## config.mk

```make
export PLATFORM = sky130hd
export DESIGN_NAME = rx_conceal_top
export DESIGN_NICKNAME = d
export VERILOG_FILES = /design/src/rtl/conceal_pkg.sv /design/src/rtl/conceal_ctrl.sv /design/src/rtl/conceal_datapath.sv /design/src/rtl/rx_conceal_top.sv
export SDC_FILE = /design/constraint.sdc
export NUM_CORES = 1
export LEC_CHECK = 0
export BUFFER_PORTS_ARGS = -buffer_cell sky130_fd_sc_hd__buf_2
export CORE_ASPECT_RATIO = 0.7
export CORE_MARGIN = 5
export CORE_UTILIZATION = 45
export DETAILED_ROUTE_END_ITERATION = 6
export PLACE_DENSITY = 0.67
export SLEW_MARGIN = 20
export SYNTH_ARGS = -nofsm -noshare
export SYNTH_HDL_FRONTEND = slang
export SYNTH_SLANG_ARGS = --single-unit
```

## constraint.sdc

```tcl
create_clock -name clk -period 2.2 [get_ports clk]
set_input_delay 0.44 -clock clk [delete_from_list [all_inputs] [get_ports clk]]
set_output_delay 0.44 -clock clk [all_outputs]
set_load 0.01 [all_outputs]
```

## src/rtl/conceal_pkg.sv

```systemverilog
package conceal_pkg;
  // Per-cycle commands from control to datapath
  typedef struct packed {
    logic clear;    // lock lost: mute, clear validity, force unlocked rate code
    logic load;     // good frame: pass through and capture as held sample
    logic conceal;  // bad-parity frame: substitute held or muted sample
    logic mute;     // with conceal: run is past the hold limit
  } strobe_t;
endpackage

```

## src/rtl/conceal_ctrl.sv

```systemverilog
module conceal_ctrl
  import conceal_pkg::*;
#(
  parameter int RUN_LIMIT   = 8,
  parameter int HOLD_FRAMES = 12000
) (
  input  logic    clk,
  input  logic    rstN,
  input  logic    frameValid,
  input  logic    parityOk,
  input  logic    lockErr,
  output strobe_t st,
  output logic    errorFlag
);
  localparam int RUN_W  = $clog2(RUN_LIMIT + 1);
  localparam int HOLD_W = $clog2(HOLD_FRAMES + 1);
  localparam logic [RUN_W-1:0]  RUN_MAX  = RUN_W'(RUN_LIMIT);
  localparam logic [HOLD_W-1:0] HOLD_END = HOLD_W'(HOLD_FRAMES - 1);

  logic [RUN_W-1:0]  runCnt;
  logic [HOLD_W-1:0] holdCnt;
  logic frameGood, frameBad;

  assign frameGood = frameValid && !lockErr && parityOk;
  assign frameBad  = frameValid && !lockErr && !parityOk;

  always_comb begin
    st.clear   = lockErr;
    st.load    = frameGood;
    st.conceal = frameBad;
    st.mute    = frameBad && (runCnt == RUN_MAX);
  end

  // Consecutive bad-parity run, saturating at RUN_LIMIT
  always_ff @(posedge clk) begin
    if (!rstN || lockErr || frameGood) begin
      runCnt <= '0;
    end else if (frameBad && runCnt != RUN_MAX) begin
      runCnt <= runCnt + 1'b1;
    end
  end

  // Error flag with a hold-off counted in clean frames
  always_ff @(posedge clk) begin
    if (!rstN) begin
      errorFlag <= 1'b1;
      holdCnt   <= '0;
    end else if (lockErr || frameBad) begin
      errorFlag <= 1'b1;
      holdCnt   <= '0;
    end else if (frameGood && errorFlag) begin
      if (holdCnt == HOLD_END) begin
        errorFlag <= 1'b0;
        holdCnt   <= '0;
      end else begin
        holdCnt <= holdCnt + 1'b1;
      end
    end
  end
endmodule

```

## src/rtl/conceal_datapath.sv

```systemverilog
module conceal_datapath
  import conceal_pkg::*;
#(
  parameter int          W         = 16,
  parameter int          RATE_W    = 4,
  parameter logic [RATE_W-1:0] LOCK_CODE = 4'b0001
) (
  input  logic              clk,
  input  logic              rstN,
  input  strobe_t           st,
  input  logic [W-1:0]      sampleIn,
  input  logic              vflagIn,
  input  logic [RATE_W-1:0] rateCodeIn,
  output logic [W-1:0]      sampleOut,
  output logic              vflagOut,
  output logic [RATE_W-1:0] rateCodeOut
);
  logic [W-1:0] heldSample;

  always_ff @(posedge clk) begin
    if (!rstN || st.clear) begin
      sampleOut   <= '0;
      heldSample  <= '0;
      vflagOut    <= 1'b0;
      rateCodeOut <= LOCK_CODE;
    end else if (st.load) begin
      sampleOut   <= sampleIn;
      heldSample  <= sampleIn;
      vflagOut    <= vflagIn;
      rateCodeOut <= rateCodeIn;
    end else if (st.conceal) begin
      sampleOut <= st.mute ? '0 : heldSample;
      vflagOut  <= vflagIn;
    end
  end
endmodule

```

## src/rtl/rx_conceal_top.sv

```systemverilog
module rx_conceal_top
  import conceal_pkg::*;
#(
  parameter int          W           = 16,
  parameter int          RATE_W      = 4,
  parameter int          RUN_LIMIT   = 8,
  parameter int          HOLD_FRAMES = 12000,
  parameter logic [RATE_W-1:0] LOCK_CODE = 4'b0001
) (
  input  logic              clk,
  input  logic              rstN,
  input  logic              frameValid,
  input  logic [W-1:0]      sampleIn,
  input  logic              parityOk,
  input  logic              vflagIn,
  input  logic [RATE_W-1:0] rateCodeIn,
  input  logic              lockErr,
  output logic [W-1:0]      sampleOut,
  output logic              vflagOut,
  output logic [RATE_W-1:0] rateCodeOut,
  output logic              errorFlag
);
  strobe_t st;

  conceal_ctrl #(
    .RUN_LIMIT  (RUN_LIMIT),
    .HOLD_FRAMES(HOLD_FRAMES)
  ) u_ctrl (
    .clk       (clk),
    .rstN      (rstN),
    .frameValid(frameValid),
    .parityOk  (parityOk),
    .lockErr   (lockErr),
    .st        (st),
    .errorFlag (errorFlag)
  );

  conceal_datapath #(
    .W        (W),
    .RATE_W   (RATE_W),
    .LOCK_CODE(LOCK_CODE)
  ) u_dp (
    .clk        (clk),
    .rstN       (rstN),
    .st         (st),
    .sampleIn   (sampleIn),
    .vflagIn    (vflagIn),
    .rateCodeIn (rateCodeIn),
    .sampleOut  (sampleOut),
    .vflagOut   (vflagOut),
    .rateCodeOut(rateCodeOut)
  );
endmodule

```

==> impl_metrics.csv, run 1 <==
group,metric,value,unit
yosys,netlist_area,2180,um2
die,design.die.area,6360,um2
yosys,synth_edf_count,0,
layout,layout-drive-gt1-share,0.228,
setup_path,regToRegEndpoint,"u_ctrl.holdCnt[13]",
placed_design,port_buffers,47,
global_routing,grt_pass1_wl,7610,um
setup_path,setup.worst_path.start,"u_ctrl.errorFlag",
layout,utilization,0.545,
setup_path,regToRegSetupSlack,0.45,ns
routing,wl_per_cell,13.5,um
timing,max_slew_margin,0.714,
setup_path,reg2regPathDepth,4,
clock_network,htreeDepth,2,
clock_network,clk_latency,0.31,ns
yosys,synth_seq_cells,56,
setup_path,crit_end,"u_ctrl.holdCnt[13]",
clock_network,clock_path_buffers,2,
run_status,status,"finished clean",
routing,dr.pass1.iters,4,
yosys,async_flop_share,0,
die,num_io_pins,48,
power_and_ir_drop,p_leak,1.02,nW
job,cap_violations,0,
clock_network,cts_inserted_buffers,5,
yosys,syn_nets,269,
routing,vias,1743,
timing,fin_crit_sh,0.795,
yosys,ys_types,32,
global_routing,track_usage,0.153,
die,row_count,21,
timing,hold_viol,0,
setup_path,crit_type,"register to register",
yosys,synth_seq_area_share,0.514,
power_and_ir_drop,irDropWorstVdd,0.430,mV
global_routing,overflow,0,
placed_design,gp_congestion,0.788,
clock_network,cts_tree,"done",
clock_network,cts_hold_buf,0,
timing,rsz0062_at_grt,"false",
setup_path,r2r_start,"u_ctrl.errorFlag",
placed_design,hpwlAfterDp,3220,um
layout,layout.nets,314,
clock_network,clock_sinks,56,
clock_network,clkTransAtPathRegs,0.10,ns
die,start_util,0.461,
global_routing,antenna_found_initial,0,
setup_path,worst_setup_path_end_kind,"register",
routing,viasPerCell,5.10,
yosys,synthCells,239,
power_and_ir_drop,power.density,701,nW/um2
clock_network,cts-root-buf,"clkbuf_8",
setup_path,start_kind,"register",
timing,setup-tns-final,0,ns
die,core_area,4730,um2
yosys,yosys_warnings,0,
layout,n_antenna_cell,0,
clock_network,cts_resized,0,
global_routing,grt_max_degree,26,
timing,drv_slew,0,
die,die_w,93.2,um
timing,setup_viol,0,
routing,drtIter0Drc,147,
worst_hold_path,worstHoldPathType,"input port to register",
routing,route.antenna.remaining_nets,0,
yosys,avgSynthCellArea,9.13,um2
setup_path,crit_required,2.45,ns
routing,finalWirelength,4610,um
timing,period_minus_slack,1.75,ns
clock_network,post_cts_buffers,0,
routing,drt_drc_violations_left,0,
setup_path,arrival,1.99,ns
layout,area_delta_synth_final,18.1,%
die,die_y,68.3,um
timing,max_freq,572,MHz
timing,finClkSkew,0.00777,ns
timing,worst_pin_slew,0.429,ns
global_routing,grt_pass1_vias,1664,
yosys,ys.flop_type,"dfxtp_1",
setup_path,worst-path-max-fanout,7,
cell type report:
class,instances,area (um2)
Fill cell,459,2150
Clock buffer,5,68.8
Inverter,3,11.3
Tap cell,57,71.3
Timing Repair Buffer,53,280
Multi-Input combinational cell,165,976
Clock inverter,3,47.5
Sequential cell,56,1120
metal layers:
metal	global-route usage	routed length (um)	share of wire	vias to the layer above
met3	0.0516	257	0.056	7
met4	0.0494	57	0.012	0
met2	0.232	1920	0.42	44
met5	0	0	0	-
li1	-	-	-	915
met1	0.205	2370	0.51	777
metrics by stage:
stage / worst slack, ns / cells / cell area, um2 / total power [mW] / hold slack, ns
floorplan: 0.426 / 239 / 2180 / 1.10 / 0.441
global placement: 0.298 / 334 / 2460 / 1.15 / 0.440
detailed placement: 0.278 / 334 / 2460 / 1.15 / 0.448
CTS: 0.453 / 342 / 2580 / 1.83 / 0.330
global route: 0.333 / 342 / 2580 / 1.88 / 0.341
finish: 0.451 / 342 / 2580 / 1.81 / 0.338
cells in the mapped netlist (2+ instances only):
| cell | number | area [um2] |
|---|---|---|
| mux2i_1 | 2 | 20.0 |
| nand4_1 | 9 | 56.3 |
| dfxtp_1 | 56 | 1120 |
| nor2_1 | 14 | 52.6 |
| nand3_1 | 5 | 25.0 |
| inv_1 | 3 | 11.3 |
| a21oi_1 | 23 | 115 |
| and3_1 | 3 | 18.8 |
| clkbuf_1 | 13 | 48.8 |
| or3_1 | 3 | 18.8 |
| a22o_1 | 16 | 140 |
| nor4_1 | 3 | 18.8 |
| ha_1 | 4 | 50.1 |
| xor2_1 | 5 | 43.8 |
| nand2_1 | 48 | 180 |
| xnor2_1 | 7 | 61.3 |
| nor3_1 | 3 | 15.0 |
| o21ai_0 | 6 | 30.0 |
| nand3b_1 | 3 | 22.5 |
cells by family (layout without fill, tap and decap cells):
group,count (synthesis),after routing,synth area share
mux,2,2,0.00917
buf+inv,18,64,0.0390
compound gates,48,48,0.142
simple gates,99,99,0.225
xor+xnor,12,12,0.0482
flops,56,56,0.514
fa+ha+maj,4,4,0.0229
where the power goes:
part	internal, mW	total, mW	switching (mW)
clock	0.343	0.684	0.341
combinational	0.0395	0.0979	0.0584
sequential	1.02	1.02	0.00362
total	1.40	1.81	0.403
worst min path at each step:
| stage | start | end | slack [ns] | cells past startpoint |
|---|---|---|---|---|
| after floorplan | u_dp.heldSample[0] | u_dp.heldSample[0] | 0.44 | 2 |
| after global placement | u_dp.rateCodeOut[1] | u_dp.rateCodeOut[1] | 0.44 | 2 |
| after detailed placement | u_dp.rateCodeOut[1] | u_dp.rateCodeOut[1] | 0.45 | 2 |
| after CTS | rateCodeIn[0] | u_dp.rateCodeOut[0] | 0.33 | 3 |
| after global routing | rateCodeIn[1] | u_dp.rateCodeOut[1] | 0.34 | 3 |
| final | rateCodeIn[0] | u_dp.rateCodeOut[0] | 0.34 | 3 |
state kept, by name, indices dropped and copies added (netlist names):
register,count
u_ctrl.errorFlag,1
u_ctrl.holdCnt,14
u_ctrl.runCnt,4
u_dp.heldSample,16
u_dp.rateCodeOut,4
u_dp.sampleOut,16
u_dp.vflagOut,1
critical path, cell delays in order (launching register included):
cell and delay [ns]:
dfxtp_1 0.44, nand4b_4 0.17, or4_4 0.58, or3_1 0.37
a21oi_1 0.14
layout by cell type, fill, tap and decap left out, types with 6 or more instances in the layout:
cell type and n:
dfxtp_1 56, nand2_1 48, buf_2 47, a21oi_1 23, a22o_1 16, nor2_1 14
nand4_1 9, xnor2_1 7, o21ai_0 6, buf_4 6
(Power assumes the default switching activity.)
==> run 2, diff against run 1 <==
- clock period: 2.2 -> 1.62 ns (I/O delays scaled with it)
==> impl_metrics.csv, run 2 (synthesized netlist as in run 1, its figures left out) <==
group,metric,value,unit
timing,worst_pin_slew,0.369,ns
clock_network,clock_path_buffers,2,
power_and_ir_drop,intPower,1.77,mW
run_status,status,"finished clean",
setup_path,cp.buffers_inverters,0,
setup_path,start_kind,"register",
routing,route.antenna.remaining_nets,0,
routing,wl_per_cell,13.6,um
setup_path,reg2regPathDepth,4,
setup_path,slowest_stage,"or4_4",
placed_design,hpwlAfterDp,3550,um
setup_path,cp_top_family,"simple AND/OR/NAND/NOR gates",
setup_path,path_cells,"nand4b_4, or4_4, or3_1, a21oi_1",
setup_path,crit_end,"u_ctrl.holdCnt[13]",
placed_design,gp_congestion,0.870,
layout,utilization,0.583,
setup_path,regToRegEndpoint,"u_ctrl.holdCnt[13]",
setup_path,worst-path-max-fanout,4,
timing,period_minus_slack,1.56,ns
routing,drt_drc_violations_left,0,
power_and_ir_drop,p_clk_frac,0.322,
layout,largestRegisters,"u_dp.heldSample x16, u_dp.sampleOut x16, u_ctrl.holdCnt x14",
global_routing,grt_max_degree,24,
power_and_ir_drop,p_leak,1.12,nW
global_routing,overflow,0,
die,row_count,21,
power_and_ir_drop,p_seq_frac,0.608,
clock_network,clock_sinks,56,
setup_path,regToRegSetupSlack,0.06,ns
power_and_ir_drop,swShare,0.227,
routing,vias,1865,
layout,layout.nets,336,
setup_path,r2r_start,"u_ctrl.errorFlag",
power_and_ir_drop,p_sw,0.519,mW
power_and_ir_drop,p_comb_frac,0.070,
setup_path,cp_slowest_stage_delay,0.54,ns
layout,layout-drive-gt1-share,0.306,
layout,area_delta_synth_final,26.3,%
routing,viasPerCell,5.12,
timing,drv_slew,0,
timing,setup-tns-final,0,ns
timing,hold_viol,0,
die,die_y,68.3,um
clock_network,cts_inserted_buffers,5,
setup_path,setup.worst_path.start,"u_ctrl.errorFlag",
layout,final_common_cell,"dfxtp_1",
routing,drtIter0Drc,95,
timing,setup_viol,0,
timing,rsz0062_at_grt,"false",
job,cap_violations,0,
global_routing,antenna_found_initial,0,
clock_network,cts_hold_buf,0,
routing,finalWirelength,4960,um
power_and_ir_drop,irDropWorstVdd,0.513,mV
global_routing,grt_pass1_wl,8080,um
timing,max_freq,641,MHz
clock_network,cts_tree,"done",
setup_path,arrival,1.79,ns
die,num_io_pins,48,
timing,fin_crit_sh,0.963,
setup_path,worst-path-stages,4,
clock_network,clk_latency,0.30,ns
routing,dr.pass1.iters,4,
timing,hold_ws,0.230,ns
timing,finClkSkew,0.00576,ns
placed_design,port_buffers,47,
timing,max_slew_margin,0.752,
layout,final_cell_mix,"50 x dfxtp_1, 48 x nand2_1, 47 x buf_2, 25 x buf_4, 23 x a21oi_1",
layout,nFillCells,426,
die,design.die.area,6360,um2
layout,n_antenna_cell,0,
clock_network,htreeDepth,2,
setup_path,worst_setup_path_end_kind,"register",
power_and_ir_drop,power.density,829,nW/um2
die,core_area,4730,um2
setup_path,crit_required,1.85,ns
global_routing,track_usage,0.159,
clock_network,cts-root-buf,"clkbuf_8",
die,start_util,0.461,
clock_network,clkTransAtPathRegs,0.09,ns
worst_hold_path,worstHoldPathType,"input port to register",
die,die_w,93.2,um
global_routing,grt_pass1_vias,1680,
setup_path,crit_type,"register to register",
-- run 2: cell count changes in the layout (fill, tap and decap cells not counted), sizes merged --
cell | before | now
buf | 53 | 74
bufinv | 1 | 0
clkbuf | 5 | 7
clkinv | 2 | 1
clkinvlp | 0 | 1
-- run 2: worst reg2reg max path, delay by kind of cell, from the launching register on --
family / cells / cell delay (ns)
simple gates: 3 / 0.99
compound gates: 1 / 0.14
flops: 1 / 0.38
-- run 2: routing by layer --
metal / part of all wire / global-route usage
met1: 0.53 / 0.242
met2: 0.40 / 0.218
met3: 0.056 / 0.0473
met4: 0.0048 / 0.0329
met5: 0 / 0
-- run 2: cell type report --
type,instances,area [um2],share of cell area
Clock inverter,2,16.3,0.00590
Tap cell,57,71.3,0.0259
Multi-Input combinational cell,165,982,0.356
Inverter,3,11.3,0.00409
Timing Repair Buffer,75,470,0.171
Clock buffer,6,72.6,0.0263
Sequential cell,56,1130,0.411
-- run 2: power by group through the flow --
| stage | sequential, mW | combinational (mW) | clock (mW) |
|---|---|---|---|
| after detailed placement | 1.42 | 0.158 | 0 |
| after global placement | 1.42 | 0.157 | 0 |
| final | 1.39 | 0.160 | 0.735 |
| after floorplan | 1.42 | 0.0738 | 0 |
| after global routing | 1.39 | 0.176 | 0.835 |
| after CTS | 1.39 | 0.158 | 0.768 |
-- run 2: repair_timing --
item / 4_1_cts / 5_1_grt
endpoints found under the setup margin: 0 / 14
gates resized for setup: 0 / 12
setup buffers: 0 / 1
-- run 2: how the worst min path moves through the flow --
stage / startpoint / to / slack [ns] / cells after the start
floorplan: u_dp.heldSample[0] / u_dp.heldSample[0] / 0.44 / 2
global placement: u_dp.rateCodeOut[3] / u_dp.rateCodeOut[3] / 0.44 / 2
detailed placement: u_dp.rateCodeOut[3] / u_dp.rateCodeOut[3] / 0.45 / 2
CTS: rateCodeIn[0] / u_dp.rateCodeOut[0] / 0.22 / 3
global route: rateCodeIn[3] / u_dp.rateCodeOut[3] / 0.23 / 3
finish: rateCodeIn[0] / u_dp.rateCodeOut[0] / 0.23 / 3
-- run 2: per-stage QoR --
stage | cell area, um2 | std cells | worst slack [ns] | power [mW]
2_1_floorplan | 2180 | 239 | -0.0358 | 1.50
3_3_place_gp | 2640 | 354 | -0.0522 | 1.58
3_5_place_dp | 2640 | 354 | -0.0672 | 1.58
4_1_cts | 2730 | 362 | 0.0342 | 2.32
5_1_grt | 2760 | 364 | 0.000729 | 2.40
6_report | 2760 | 364 | 0.0594 | 2.28
